### src/rtl/i2c_fifo_pacer.sv
module i2c_fifo_pacer #(
  parameter int DEPTH = 8,
  parameter int DW    = 8,
  parameter int LEN_W = 16,
  parameter int WM_W  = 4,
  localparam int AW   = $clog2(DEPTH),
  localparam int CW   = $clog2(DEPTH + 1)
) (
  input  logic             clk,
  input  logic             rst_n,
  input  logic             cmd_start,
  input  logic             cmd_read,
  input  logic             cmd_stop,
  input  logic [LEN_W-1:0] cmd_len,
  input  logic             err_clear,
  input  logic             pace_allow,
  input  logic [WM_W-1:0]  wm_high,
  input  logic [WM_W-1:0]  wm_low,
  input  logic             host_push,
  input  logic [DW-1:0]    host_wdata,
  input  logic             host_pop,
  output logic [DW-1:0]    host_rdata,
  output logic             tx_valid,
  output logic [DW-1:0]    tx_data,
  input  logic             tx_ready,
  input  logic             tx_nack,
  input  logic             rx_valid,
  input  logic [DW-1:0]    rx_data,
  output logic             rx_ready,
  output logic             busy,
  output logic             cmd_done,
  output logic             data_req,
  output logic             high_water,
  output logic             low_water,
  output logic [CW-1:0]    fill,
  output logic [LEN_W-1:0] fe_cnt,
  output logic [LEN_W-1:0] be_cnt,
  output logic             err_invalid,
  output logic             err_overrun,
  output logic             err_access,
  output logic             err_nack
);

  logic [DW-1:0] mem [DEPTH];
  logic [AW-1:0] wp, rp;
  logic          rd_dir, stop_r;

  wire full    = (fill == CW'(DEPTH));
  wire empty   = (fill == '0);
  wire fe_zero = (fe_cnt == '0);
  wire be_zero = (be_cnt == '0);

  wire pop_req   = host_pop && !host_push;
  wire push_bad  = host_push && (!busy || rd_dir);
  wire pop_bad   = pop_req && (!busy || !rd_dir);
  wire push_ok   = host_push && busy && !rd_dir;
  wire pop_ok    = pop_req && busy && rd_dir;
  wire push_do   = push_ok && !full;
  wire pop_do    = pop_ok && !empty;
  wire host_drop = (push_ok && full) || (pop_ok && empty);
  wire host_do   = push_do || pop_do;

  assign cmd_done = fe_zero && be_zero;
  wire accept     = cmd_start && cmd_done;
  wire finish     = busy && stop_r && cmd_done;

  assign tx_valid = busy && !rd_dir && !empty && !fe_zero;
  assign tx_data  = mem[rp];
  assign rx_ready = busy && rd_dir && !full && !fe_zero;
  wire tx_fire    = tx_valid && tx_ready;
  wire rx_fire    = rx_valid && rx_ready;

  wire          wr_en   = push_do || rx_fire;
  wire          rd_en   = pop_do || tx_fire;
  wire [DW-1:0] wr_byte = rd_dir ? rx_data : host_wdata;

  assign high_water = busy && rd_dir && (32'(fill) >= 32'(wm_high));
  assign low_water  = busy && !rd_dir && (32'(fill) <= 32'(wm_low));

  wire rd_req = (high_water && !empty) || fe_zero;
  wire wr_req = !be_zero && ((32'(DEPTH) - 32'(fill) >= 32'(be_cnt)) || low_water);
  assign data_req = busy && !cmd_done && (rd_dir ? rd_req : wr_req);

  always_ff @(posedge clk) begin
    if (wr_en) mem[wp] <= wr_byte;
  end

  always_ff @(posedge clk or negedge rst_n) begin
    if (!rst_n) begin
      wp <= '0; rp <= '0; fill <= '0;
      fe_cnt <= '0; be_cnt <= '0;
      busy <= 1'b0; rd_dir <= 1'b0; stop_r <= 1'b0;
      err_invalid <= 1'b0; err_overrun <= 1'b0;
      err_access <= 1'b0; err_nack <= 1'b0;
      host_rdata <= '0;
    end else if (err_clear) begin
      wp <= '0; rp <= '0; fill <= '0;
      fe_cnt <= '0; be_cnt <= '0;
      busy <= 1'b0;
      err_invalid <= 1'b0; err_overrun <= 1'b0;
      err_access <= 1'b0; err_nack <= 1'b0;
    end else begin
      if (wr_en) wp <= (wp == AW'(DEPTH - 1)) ? '0 : wp + 1'b1;
      if (rd_en) rp <= (rp == AW'(DEPTH - 1)) ? '0 : rp + 1'b1;
      fill <= fill + CW'(wr_en) - CW'(rd_en);
      if (pop_do) host_rdata <= mem[rp];

      if (accept) begin
        fe_cnt <= cmd_len;
        be_cnt <= cmd_len;
        rd_dir <= cmd_read;
        stop_r <= cmd_stop;
      end else begin
        if (tx_fire || rx_fire) fe_cnt <= fe_cnt - 1'b1;
        if (host_do && !be_zero) be_cnt <= be_cnt - 1'b1;
      end

      if (host_do && be_zero) err_access <= 1'b1;
      if (host_drop && !pace_allow) err_overrun <= 1'b1;
      if (push_bad || pop_bad || (cmd_start && !cmd_done)) err_invalid <= 1'b1;
      if (tx_fire && tx_nack) err_nack <= 1'b1;

      if (accept) busy <= 1'b1;
      else if (tx_fire && tx_nack) busy <= 1'b0;
      else if (finish) busy <= 1'b0;
    end
  end

  AST_FILL_LIMIT: assert property (@(posedge clk) disable iff (!rst_n)
    32'(fill) <= 32'(DEPTH));
  AST_DONE_QUIET: assert property (@(posedge clk) disable iff (!rst_n)
    cmd_done |-> !data_req);
  AST_STOP_IDLE: assert property (@(posedge clk) disable iff (!rst_n)
    (finish && !cmd_start && !err_clear) |=> !busy);
  AST_TX_STEP: assert property (@(posedge clk) disable iff (!rst_n)
    (tx_fire && !err_clear) |=> (fe_cnt + 1'b1 == $past(fe_cnt)));
  AST_NACK_STOPS: assert property (@(posedge clk) disable iff (!rst_n)
    (tx_fire && tx_nack && !err_clear) |=> (!busy && err_nack));
  AST_RX_STEP: assert property (@(posedge clk) disable iff (!rst_n)
    (rx_fire && !err_clear) |=> (fe_cnt + 1'b1 == $past(fe_cnt)));
  AST_BE_EXHAUST: assert property (@(posedge clk) disable iff (!rst_n)
    (push_do && be_zero && !err_clear) |=> err_access);

endmodule

### config.mk
export PLATFORM = sky130hd
export DESIGN_NAME = i2c_fifo_pacer
export DESIGN_NICKNAME = d
export VERILOG_FILES = /design/src/rtl/i2c_fifo_pacer.sv
export SDC_FILE = /design/constraint.sdc
export NUM_CORES = 1
export LEC_CHECK = 0
export BUFFER_PORTS_ARGS = -buffer_cell sky130_fd_sc_hd__buf_2
export CELL_PAD_IN_SITES_DETAIL_PLACEMENT = 1
export CELL_PAD_IN_SITES_GLOBAL_PLACEMENT = 2
export CORE_MARGIN = 2
export CORE_UTILIZATION = 33
export CTS_CLUSTER_SIZE = 28
export DETAILED_ROUTE_END_ITERATION = 8
export MAX_ROUTING_LAYER = met4
export PLACE_DENSITY_LB_ADDON = 0.2
export SLEW_MARGIN = 5
export SYNTH_ARGS = -nofsm -noshare
export SYNTH_HDL_FRONTEND = slang
export SYNTH_SLANG_ARGS = --single-unit
### constraint.sdc
create_clock -name clk -period 2.9 [get_ports clk]
set_clock_uncertainty 0.05 [all_clocks]
set_input_delay 0.435 -clock clk [delete_from_list [all_inputs] [get_ports clk]]
set_output_delay 0.435 -clock clk [all_outputs]
set_load 0.05 [all_outputs]
; After elaboration in Yosys (flattened, before gate mapping)
; Memory sizes are Yosys's and may differ from the RTL's.
; Cells that the tools add are included.
[totals]
reg_bits = 57
ram_bits = 64
input_bits = 52
out_inout_bits = 63
word_cells = 125
mem_count = 1
[mem_list]
columns = name, depth, width, read_ports, rd_ports_with_merged_regs, write_ports, line_no
row1 = mem, 8, 8, 1, 0, 1, 44  ; logic [DW-1:0] mem [DEPTH];
[classes]
add_sub_neg = 7
n_lt_le_gt_ge = 3
n_eq_ne = 3
mux = 29
bitwise = 1
reduce_logical = 68
[op_table]
columns = cell, count
row1 = $mux W16, 6
row2 = $logic_and A1 B1 Y1, 34
row3 = $ge A32 B16 Y1, 1
row4 = $logic_not A16 Y1, 2
row5 = $sub A16 B1 Y16 const B, 2
row6 = $mux W3, 6
row7 = $mux W1, 15
row8 = $reduce_bool A2 Y1, 6
row9 = $logic_or A1 B1 Y1, 11
row10 = $logic_not A1 Y1, 9
row11 = $mux W8, 1
row12 = $add A3 B1 Y3 const B, 2
row13 = $eq A3 B3 Y1 const B, 2
row14 = $reduce_bool A3 Y1, 2
row15 = $sub A4 B4 Y5 const A, 1
row16 = $add A4 B1 Y4, 1
row17 = $eq A4 B4 Y1 const B, 1
row18 = $ge A4 B4 Y1, 1
row19 = $le A4 B4 Y1, 1
row20 = $logic_not A4 Y1, 1
row21 = $mux W4, 1
row22 = $reduce_and A2 Y1, 2
row23 = $reduce_bool A4 Y1, 1
row24 = $sub A4 B1 Y4, 1
row25 = $not A1 Y1, 1

; Depth between registers and ports, before layout
; Gate-level depths: netlist (run 1).
[depth]
ltp_word = 10
depth_mapped = 15
mapped_depth_nobuf = 13

; Worst setup path before layout (run 1)
; No wires, ideal clock.
[synth_timing]
path_kind = flip-flop to output port
start = reg fill[3]
end = out data_req
t_arrival_ns = 3.126
t_required_ns = 2.415
setup_slack_ns = -0.711
stages_incl_launch_ff = 7
cell_sequence = dfrtp_1 -> ha_1 -> a21oi_1 -> o21ai_0 -> a21boi_0 -> a2111o_1 -> o311a_1
[synth_between]
elab_chain_cells = 6
[synth_rtl]
columns = item, line_no
row1 = "start, declared", 35  ; output logic [CW-1:0] fill,
row2 = "start signal, assigned", 105  ; fill <= fill + CW'(wr_en) - CW'(rd_en);
row3 = $le A4 B4 Y1, 78  ; assign low_water = busy && !rd_dir && (32'(fill) <= 32'(wm_low));
row4 = $logic_and A1 B1 Y1, 78
row5 = net low_water, 34  ; output logic low_water,
row6 = $logic_or A1 B1 Y1, 81  ; wire wr_req = !be_zero && ((32'(DEPTH) - 32'(fill) >= 32'(be_cnt)) || low_water);
row7 = $logic_and A1 B1 Y1, 81
row8 = $mux W1, 82  ; assign data_req = busy && !cmd_done && (rd_dir ? rd_req : wr_req);
row9 = $logic_and A1 B1 Y1, 82
row10 = "end, declared", 32  ; output logic data_req,
; The timed path passes the listed nets, and every way through them passes these cells.

; Worst setup path in the final report (run 1)
[layout_timing]
start = reg fill[0]
end = out data_req
[layout_between]
elab_chain_cells = 6
[layout_rtl]
columns = item, line_no
row1 = $sub A4 B4 Y5 (tied with other cells), 81
row2 = $ge A32 B16 Y1 (tied with other cells), 81
row3 = $logic_or A1 B1 Y1 / $logic_and A1 B1 Y1 (equally long branches), "81, 80"
row4 = $logic_and A1 B1 Y1 / $logic_or A1 B1 Y1 (equally long branches), "81, 80"
row5 = $mux W1 *, 82
row6 = $logic_and A1 B1 Y1 *, 82
; Every way passes the cells marked *; elsewhere a longest branch is shown, timed or not.

==> flow_results.org, run 1 <==
** Detailed routing
- Number of vias after detailed routing :: 5169
- After detailed routing, the average wire length per cell comes to 20.3 µm.
- Once detail routing completed, the nets flagged for antenna violations numbered 0.
- The detailed router finished its first iteration with 286 violations.
- After detailed routing, the number of remaining DRC violations is 0.
- Summed over all layers, the routed wires come to 19900 µm.
- Iteration count of the initial detailed-routing pass :: 4
- In the routed layout, each cell is associated on average with a via count of 5.29.

** Worst setup path
- The worst register-to-register path has a depth of 11.
- Among the stages of the critical path, the cell type that occurs most often is buf_6.
- The signal on the critical path passes through inv_1, ha_1, buf_6, a21boi_4, buf_6, and3_4, o2bb2ai_1, nand4_1, a21oi_1, o311a_1, buf_6.
- In this design, the stage delay of the slowest critical-path cell is 350 ps.
- Top fanout value on the critical path :: 8
- Worst-case register-to-register setup slack :: -100 ps
- The worst setup path is of the flip-flop to primary output kind.
- The worst setup path is launched from a flip-flop.
- Setup crit end kind :: primary output
- Data on the critical path arrives at its endpoint at 2510 ps.
- In this run the critical register-to-register path is launched from fe_cnt[9].
- At the worst endpoint, the required time is 2410 ps.
- Among all stages on the critical path, the largest delay is contributed by dfrtp_2.
- In this run the worst setup path begins at fill[0].

** Place
- Timing analysis after detailed placement gives a worst setup slack of -123 ps.
- Buffers placed on the I/O ports in this run total 114.
- The number of placed instances, taps included, is 934.
- The congestion estimate from routability-driven global placement came to 0.857.
- HPWL Detailed :: 14800 µm

** Timing
- Setup repair after global routing could not meet its margin everywhere.
- Final number of max-transition violations :: 0
- Final number of hold-violating endpoints :: 0
- Fraction of the cycle the final worst path needs :: 1.03
- In the post-route analysis, the smallest setup slack over all paths is -99.4 ps.
- Setup violations remaining at the end of the flow were counted as 7.
- Slew of the pin with the lowest slew margin :: 838 ps
- On the final layout, the worst hold slack is 80.5 ps.
- Final worst path period need :: 3000 ps
- Headroom to the max-slew limit :: 0.442
- Maximum clock frequency :: 0.333 GHz

** Finish
- In the final layout, the share of cells above drive strength 1 is 0.449.
- The repair_antennas step left the layout with diodes totalling 0.
- Post-layout nets :: 813
- Register area :: 3360 µm²
- Filler instances :: 2024
- In the final layout, the multi-input gates occupy 2920 µm².
- Leaving out filler cells and counting taps, the final layout contains 978.
- Syn-to-layout area delta :: 37.5%

** Synthesis
- Number of synthesized register bits :: 121
- Cell Area, Synth :: 6260 µm²
- Post-synthesis net count :: 608
- In the synthesized netlist the async set-or-reset flop fraction comes to 0.471.
- The share of synthesized area in the top cell type comes to 0.307.
- The netlist uses 63 different library cells.
- Among all flip-flop cells after synthesis, the most frequent one is edfxtp_1.
- Each instance of the synthesized netlist takes up on average 11.9 µm².
- Largest cells by area after synthesis :: edfxtp_1 (31%), dfrtp_1 (23%), ha_1 (5.8%), mux4_2 (5.8%), mux2_2 (4.5%)
- Of the synthesized area, sequential elements account for 0.535.
- After technology mapping, the gate count stands at 526.
- Summed over all instances, the cell type with the most area after synthesis is edfxtp_1.
- Counting flops with a built-in enable in the synthesized netlist gives 64.
- The Yosys step of the flow raised 0 warnings.

** Worst hold path
- The min-delay analysis places its worst path in the category primary input to async pin.

** Clock tree
- The later pin in the worst-skew pair is clocked with a latency of 410 ps.
- Root buf cell :: clkbuf_16
- Number of buffers inserted by hold repair at cts :: 0
- Clock transition time at the flip-flop clock pins of the worst setup and hold paths :: 60 ps
- TritonCTS built the clock tree.
- Count of clock tree sinks :: 121
- Deepest clock path buffer count :: 2
- H-tree level count :: 4
- In this run, CTS created clock tree buffers numbering 17.

** Pwr
- PnR Total Power :: 10.1 mW
- The analysis attributes to cell leakage a power of 3.74 nW.
- Worst-case vdd ir drop :: 639 µV
- Power per Cell Area :: 1180 nW/µm²

** Floorplan
- The floorplan step defined a die boundary enclosing 20100 µm².
- Initial core utilization :: 0.336
- The initialized floorplan defines 50 standard-cell rows.
- During I/O placement, the number of pins put on the boundary was 115.
- Core box area :: 18600 µm²
- The floorplan step set the die height to 142 µm.
- Horiz. Die Dim :: 142 µm

** Global routing
- In the global route stage, overall resource usage came out at 0.209.
- Via count of the first global-routing pass :: 5523
- The first global-routing pass estimated 31000 µm of wire.
- For this run the aggregate overflow at the end of global routing stands at 0.
- Maximum number of pins on one net before global-route repair :: 31
- The initial antenna violation count was 0.

** Outcome
- The run finished, with violations left.
- The final reports fail on negative setup slack.

** Job
- Max-cap violations :: 0
## path summary, 6_finish.rpt
check                                 to
min in group clk                  stop_r
setup reg to reg                 fill[3]
hold / removal             host_rdata[7]
setup / recovery                data_req
hold reg to reg            host_rdata[3]
max in group asynchronous      be_cnt[9]
## per-stage QoR
step | setup TNS [ps] | utilization | cell area, µm²
6_report | -442 | 0.462 | 8610
3_3_place_gp | -193 | 0.416 | 7750
5_1_grt | -1070 | 0.462 | 8610
3_5_place_dp | -419 | 0.416 | 7750
4_1_cts | -490 | 0.458 | 8530
2_1_floorplan | -1440 | - | 6350
## worst max-delay path, delay by kind of cell (launching register included)
family,cells,cell delay [ps]
adder cells (fa/ha/maj),1,220
AND/OR/NAND/NOR,2,320
buffers and inverters,4,520
flip-flops,1,350
AO/OA/AOI/OAI,4,700
## cells in the final DEF (no fill, tap or decap), drive strengths merged, types with 12 or more instances in the layout
master | Yosys | layout
buf | 9 | 208
edfxtp | 64 | 64
dfrtp | 57 | 57
nand2 | 43 | 43
a21oi | 38 | 38
inv | 29 | 35
ha | 29 | 29
nor2 | 28 | 28
mux2 | 25 | 25
o21ai | 20 | 20
clkbuf | 13 | 18
mux4 | 16 | 16
nor3 | 16 | 16
nand3 | 12 | 12
## synthesized netlist by cell type, types with 8 or more instances
library cell / n
edfxtp_1: 64
dfrtp_1: 57
nand2_1: 43
a21oi_1: 38
ha_1: 29
inv_1: 29
nor2_1: 28
mux2_2: 25
mux4_2: 16
o21ai_0: 16
nor3_1: 15
clkbuf_1: 13
nand3_1: 12
nand2b_1: 8
nand4_1: 8
## cell type report
cell class                 instances  share of cell area
clock inverter                    14              0.0189
timing repair buffer             208               0.156
multi-input combinational        354               0.339
sequential                       121               0.390
clock buffer                      18              0.0498
tap                              234              0.0340
inverter                          29              0.0126
## sequential cells by signal (all words and copies together) (netlist names)
name	count
be_cnt	16
busy	1
err_access	1
err_invalid	1
err_nack	1
err_overrun	1
fe_cnt	16
fill	4
host_rdata	8
mem	64
rd_dir	1
rp	3
stop_r	1
wp	3
## cell families (layout without fill, tap and decap cells)
group | after synthesis | in the layout | share of synthesized area
flops | 121 | 121 | 0.535
xor+xnor | 10 | 10 | 0.0140
compound gates | 109 | 109 | 0.112
simple gates | 159 | 159 | 0.134
fa+ha+maj | 30 | 30 | 0.0611
buf+inv | 51 | 269 | 0.0338
mux | 46 | 46 | 0.110
## power breakdown
group	total (mW)	internal, mW	switching (mW)
Sequential	2.31	2.11	0.207
Clock	2.13	1.29	0.843
Combinational	5.68	2.24	3.44
Total	10.1	5.63	4.49
## layer usage
metal | share of wire | track usage | vias to the layer above
li1 | - | - | 2402
met1 | 0.43 | 0.255 | 2646
met2 | 0.53 | 0.367 | 107
met3 | 0.028 | 0.0287 | 14
met4 | 0.012 | 0.0511 | 0
met5 | 0 | - | -
## timing repair
action,in CTS,in global routing
gates cloned,0,0
pin swaps,12,6
setup buffers,8,4
gates resized for setup,32,13
setup endpoints to repair,20,51
No activity file was read; power rests on OpenSTA's default activity.
==> run 2: changes to the inputs <==
- CELL_PAD_IN_SITES_DETAIL_PLACEMENT: 1 -> 2
- CORE_ASPECT_RATIO: unset -> 0.5
==> run 2 against run 1 <==
  * The run still ends with negative setup slack left
  * Non-clock buffer count rose by 13
  * Count of clock-buffer cells in the layout rose by 3
  * Flip-flop and latch count unchanged
  * Global-route usage increased by 2.8 points
  * First-iteration DRC count fell by 33%
  * Cell area increased by 2.8%
  * Clock power about the same
  * Via count rose by 2.9%
  * Setup slack lost 140 ps
  * Register-to-register slack worse by 140 ps
  * Largest cell class unchanged
==> flow_results.org, run 2 (synthesis results as in run 1) <==
** Place
- In this run the tool buffered the top-level ports with 114 buffer cells.
- Routability cong. :: 0.818
- The HPWL after detailed placement is 15800 µm.
- Placed instance count :: 952
- In this run the cell area measured after placement is 7720 µm².
- Timing analysis after detailed placement gives a worst setup slack of -215 ps.

** Timing
- After layout, the minimum clock period comes to 3140 ps.
- The final-report hold violation count was 0.
- Slew of the pin with the lowest slew margin :: 718 ps
- Final number of max-transition violations :: 0
- Headroom to the max-slew limit :: 0.522
- Across all setup checks in the final design, the least slack found is -237 ps.
- Maximum clock frequency :: 0.319 GHz
- Setup-violating endpoint count in the final report :: 17
- Setup repair after global routing could not meet its margin everywhere.
- Fraction of the cycle the final worst path needs :: 1.08

** Floorplan
- In this run the core area contains 35 standard-cell rows.
- In this run the vertical extent of the chip is 101 µm.
- The initial utilization of the core area, before any placement, comes to 0.339.
- Die area :: 20200 µm²
- For this design the top-level I/O count stands at 115.
- Horiz. Die Dim :: 199 µm
- Core box area :: 18500 µm²

** Worst hold path
- The worst hold path belongs to the class primary input to async pin.

** Worst setup path
- STA classifies the critical path startpoint as a flip-flop.
- In this design, the critical path's most frequently occurring cell is ha_4.
- Walking the worst path, the cells encountered are inv_2, ha_4, or3b_4, or4_4, nor2_4, o21ai_4, ha_4, inv_2, ha_4, a21oi_2, nor2_2, or3_1, a21oi_1.
- Top fanout value on the critical path :: 3
- The slowest stage of the critical path belongs to the cell or4_4.
- The largest single stage delay on the critical path is 520 ps.
- Critical Path AT :: 3430 ps
- Setup crit end kind :: flip-flop
- The setup path with the least slack is of type flip-flop to flip-flop.
- At the worst endpoint, the required time is 3190 ps.

** Global routing
- Via count of the first global-routing pass :: 5691
- The initial antenna violation count is 0.
- The first global-routing pass estimated 33900 µm of wire.
- Entering global routing, the biggest net connects 33 pins.
- GRT Resource Usage Total :: 0.237
- Summed over all layers, the global routing overflow is 0.

** Clock tree
- The clock passes through at most 2 buffers.
- Number of buffers inserted by hold repair at cts :: 0
- Root buf cell :: clkbuf_16
- Clock tree from TritonCTS :: yes
- Count of clock tree sinks :: 121
- Clock transition time at the flip-flop clock pins of the worst setup and hold paths :: 60 ps
- The number of clock buffers added by TritonCTS is 17.
- Latest clock arrival within the worst-skew pair :: 420 ps
- The H-tree generated during clock tree synthesis spans 4 levels.

** Outcome
- The flow ran to the end, but the final reports show violations.
- The checks that failed: negative setup slack.

** Finish
- The register with the most flip-flops in the layout has 64 of them.
- The filler cells instantiated in the layout total 1920.
- The register with the most flip-flops in the final layout is mem.
- Register area :: 3360 µm²
- The final layout contains 826 nets.
- Most common library cell in the layout ignoring fill and taps :: buf_2
- The top cell types in the final layout, fill and taps aside, are buf_2 (110), buf_4 (92), edfxtp_1 (64), dfrtp_1 (48), nand2_1 (41).
- After routing the design area is 8860 µm².
- The count of cells in the finished layout, fillers not included, comes to 1016.
- 0 antenna diodes ended up in the layout.
- In the final layout, the share of cells above drive strength 1 is 0.481.
- Multi-input gate area in the final layout :: 3010 µm²
- In the final layout, the registers with the most flip-flops are mem x64, be_cnt x16, fe_cnt x16.
- Syn-to-layout area delta :: 41.4%

** Detailed routing
- Detailed routing inserted a total of 5320 vias.
- The count of nets left with antenna violations once routing finished came out at 0.
- Initial DRC Count :: 192
- Routed wirelength normalized by instance count :: 22.8 µm
- Before antenna repair, the detailed router went through 4 iterations.
- The routed design has 23100 µm of wire.
- In the routed design, unresolved DRC markers number 0.
- Using the TritonRoute via totals, the vias-per-cell ratio works out to 5.24.

** Pwr
- After layout, the design draws a total of 11.2 mW.
- Worst-case vdd ir drop :: 681 µV
- Summed over all cells, the static leakage comes to 3.81 nW.
- In this run the power density over the cells is 1260 nW/µm².

** Job
- The tool flagged a number of max-cap violations equal to 0.
[run 2: worst paths after layout]
| check | from | end | slack (ps) | depth (start not counted) |
|---|---|---|---|---|
| min | rst_n | host_rdata[2] | 10 | 1 |
| max | fe_cnt[0] | fill[3] | -240 | 13 |
| max reg2reg | fe_cnt[0] | fill[3] | -240 | 13 |
| min reg2reg | err_overrun | err_overrun | 440 | 2 |
| min in group clk | cmd_read | rd_dir | 190 | 3 |
| max in group asynchronous | rst_n | fe_cnt[7] | 2110 | 2 |
[run 2: routing by layer]
layer	vias up	part of all wire	GRT usage
met5	-	0	-
met4	0	0.014	0.0442
met3	25	0.033	0.0490
met2	109	0.52	0.424
met1	2753	0.43	0.280
li1	2433	-	-
[run 2: power breakdown]
part	switching [mW]	internal (mW)
logic	3.82	2.88
clock network	0.820	1.29
registers	0.252	2.11
total	4.89	6.27
[run 2: area by class of cell]
| cell class | instances | area share |
|---|---|---|
| clock buffer | 21 | 0.0509 |
| clock inverter | 11 | 0.0137 |
| inverter | 29 | 0.0126 |
| multi-input combinational | 354 | 0.340 |
| sequential | 121 | 0.379 |
| tap | 259 | 0.0366 |
| timing repair buffer | 221 | 0.167 |
[run 2: through the flow]
step / util / TNS [ps] / hold WS, ps
after floorplan: - / -1440 / 89.4
after global placement: 0.418 / -136 / 431
after detailed placement: 0.418 / -496 / 441
after CTS: 0.459 / -630 / 23.6
after global routing: 0.479 / -5830 / 41.9
final: 0.479 / -1980 / 12.7
[run 2: what timing repair did]
action / 4_1_cts / 5_1_grt
endpoints found under the setup margin: 8 / 58
pin swaps: 10 / 28
setup buffers: 10 / 24
gates resized for setup: 32 / 51
endpoints found under the hold margin: 0 / 0
[run 2: worst max-delay path: cells and delay by family (launching register included)]
kind	cells	cell delay, ps
DFF	1	410
buffers and inverters	2	120
and+or+nand+nor	5	1510
adders and majority gates	3	580
AOI/OAI and AO/OA	3	380
==> run 3: changes to the inputs <==
- PLACE_DENSITY: unset -> 0.78
- PLACE_DENSITY_LB_ADDON: 0.2 -> unset
==> run 3 against run 2 <==
  * The flow still finishes with violations (negative setup slack)
  * Critical path depth decreased by 2
  * Sequential share of layout area increased by 0.83 points
  * Setup slack improved by 33 ps
  * First-iteration DRC count increased by 60%
  * Hold slack improved by 72 ps
  * Routed wire length increased by 5.1%
  * Sequential power about the same
  * Die area unchanged
  * Cell area decreased by 2.1%
  * Flip-flop and latch count unchanged
  * Global-route usage increased by 1.7 points
  * Largest power group unchanged
==> flow_results.org, run 3 (synthesis results as in run 1) <==
** Clock tree
- At the later pin of the worst-skew pair, clock insertion delay measures 430 ps.
- Hold repair after CTS inserted 0 buffers.
- Clock-pin slew was measured on the worst setup and hold paths at 60 ps.
- Count of clock tree sinks :: 121
- In this run the clock root is driven by a clkbuf_16.
- No sink is reached through more buffers than the 2 on the longest clock path.
- TritonCTS built the clock tree.
- H-tree level count :: 4
- Buffers inserted during clock tree synthesis total 17.

** Detailed routing
- For this block, the routed nets add up to 24300 µm of wire.
- The detail route stage leaves a number of antenna-violating nets equal to 0.
- Routed wirelength normalized by instance count :: 24.3 µm
- The first TritonRoute pass finished after 4 iterations.
- In the routed layout, each cell is associated on average with a via count of 5.38.
- Wl on met1 :: 10100 µm
- After detailed routing, no signal wire sits above met4.
- Number of vias after detailed routing :: 5378
- Initial DRC Count :: 307
- Met3 wire length :: 718 µm
- For this run, design rule violations remaining after detail routing come to 0.
- After detailed routing, the met2 layer carries 12800 µm of wire.

** Finish
- Post-layout nets :: 811
- Of the cells placed in the final design, the portion with a size suffix greater than 1 is 0.455.
- After filler insertion, the fill cell instance count of the layout stands at 1915.
- Non-filler cells in the finished layout :: 1000
- Fin area :: 8670 µm²
- From synthesis to final layout, the design area changed by 38.4%.
- Antenna cell count :: 0
- In the layout the commonest cells are buf_2 (110), buf_4 (85), edfxtp_1 (64), dfrtp_1 (48), nand2_1 (42).
- Register name with the most flops :: mem
- Most common library cell in the layout ignoring fill and taps :: buf_2
- The largest registers in the layout are mem x64, be_cnt x16, fe_cnt x16.
- Flip-flop count of the largest register after layout :: 64

** Worst setup path
- Max incr delay on CP :: 570 ps
- Worst Path Buf+Inv :: 2
- In this run the worst setup path begins at fe_cnt[0].
- Cell family with most CP delay :: simple AND/OR/NAND/NOR gates
- The startpoint identified for the worst register-to-register timing path is fe_cnt[0].
- Top fanout value on the critical path :: 3
- Worst setup SP type :: flip-flop
- Counting stages on the worst path, the most repeated cell is ha_4.
- Critical Path AT :: 3400 ps
- Worst-path cell with the longest stage delay :: fa_2
- Worst setup path class :: flip-flop to flip-flop
- Critical path required time :: 3200 ps
- Series of cell instances along the critical path :: inv_2, ha_4, or3b_4, or4_4, nor2_4, o21ai_2, ha_4, inv_2, ha_4, fa_2, nor2b_1
- Setup crit end kind :: flip-flop

** Floorplan
- Initial core utilization :: 0.339
- During I/O placement, the number of pins put on the boundary was 115.
- Die area :: 20200 µm²
- The floorplan has 35 rows.
- From bottom edge to top edge, the die measures 101 µm.
- Measured along the x axis, the die boundary spans 199 µm.
- The total area inside the core boundary comes to 18500 µm².

** Pwr
- Power per Cell Area :: 1280 nW/µm²
- Across the VDD grid, the largest voltage drop is 990 µV.
- Leakage :: 3.72 nW

** Timing
- Hold slack final :: 84.7 ps
- Final worst path period need :: 3100 ps
- Setup repair after global routing could not meet its margin everywhere.
- Fraction of the cycle the final worst path needs :: 1.07
- For the pin with the worst max-slew slack, the measured transition is 916 ps.
- The number of pins exceeding their max-slew limit in the final report is 0.
- Final worst-path setup slack :: -203 ps
- Final number of hold-violating endpoints :: 0
- The worst pin sits at a relative slew slack of 0.389.
- Maximum clock frequency :: 0.322 GHz
- Setup violations remaining at the end of the flow were counted as 7.

** Global routing
- The total overflow left after global routing is 0.
- Maximum number of pins on one net before global-route repair :: 37
- Initial antenna violation count :: 0
- In the global route stage, overall resource usage came out at 0.254.
- The first global-routing pass estimated 36000 µm of wire.
- The number of global-route vias before repair is 5961.

** Worst hold path
- The path class of the tightest hold or removal check is primary input to async pin.

** Place
- HPWL Detailed :: 16500 µm
- Once placement completed, the tool counted placed cells totaling 951.
- Port Buffer Count :: 114
- The congestion estimate from routability-driven global placement came to 0.809.
- In this run the cell area measured after placement is 7700 µm².
- Worst Setup Slack post-DPL :: -214 ps

** Outcome
- The flow ran to the end, but the final reports show violations.
- The final reports fail on negative setup slack.

** Job
- Max-cap violations :: 0
[run 3: layout make-up]
cell class	instances	area [µm²]	share of cell area
repair buffers	206	1320	0.152
clock buffers	19	443	0.0511
inverters	29	111	0.0128
clock inverters	12	175	0.0202
flip-flops and latches	121	3360	0.388
well taps	259	324	0.0374
multi-input cells	354	2940	0.339
[run 3: power breakdown]
| group | internal (mW) | leakage, nW | switching (mW) | total, mW |
|---|---|---|---|---|
| Combinational | 2.61 | 2.08 | 3.90 | 6.51 |
| Clock | 1.45 | 0.296 | 0.824 | 2.28 |
| Sequential | 2.11 | 1.34 | 0.223 | 2.33 |
[run 3: per-stage QoR]
| step | util | setup TNS, ps | power [mW] |
|---|---|---|---|
| final | 0.469 | -853 | 11.1 |
| after floorplan | - | -1440 | 5.35 |
| after CTS | 0.461 | -798 | 10.6 |
| after global routing | 0.469 | -1860 | 11.6 |
| after global placement | 0.417 | -183 | 7.25 |
| after detailed placement | 0.417 | -2080 | 7.48 |
[run 3: path summary, 6_finish.rpt]
check                                end  slack (ps)  cells after the start
min reg2reg                host_rdata[1]         460                      1
min in group clk                  rd_dir         200                      3
min                           fe_cnt[11]          80                      1
max                              fill[1]        -200                     11
max in group asynchronous      be_cnt[6]        1950                      2
max reg2reg                      fill[1]        -200                     11
[run 3: repair_timing]
action,4_1_cts,5_1_grt
hold endpoints to repair,0,0
pin swaps,14,12
setup buffers,11,9
resized for setup,33,23
setup endpoints to repair,47,56
[run 3: layer usage]
| metal | vias to the layer above | global-route usage |
|---|---|---|
| li1 | 2399 | - |
| met1 | 2797 | 0.290 |
| met2 | 130 | 0.457 |
| met3 | 52 | 0.0420 |
| met4 | 0 | 0.0867 |
| met5 | - | - |
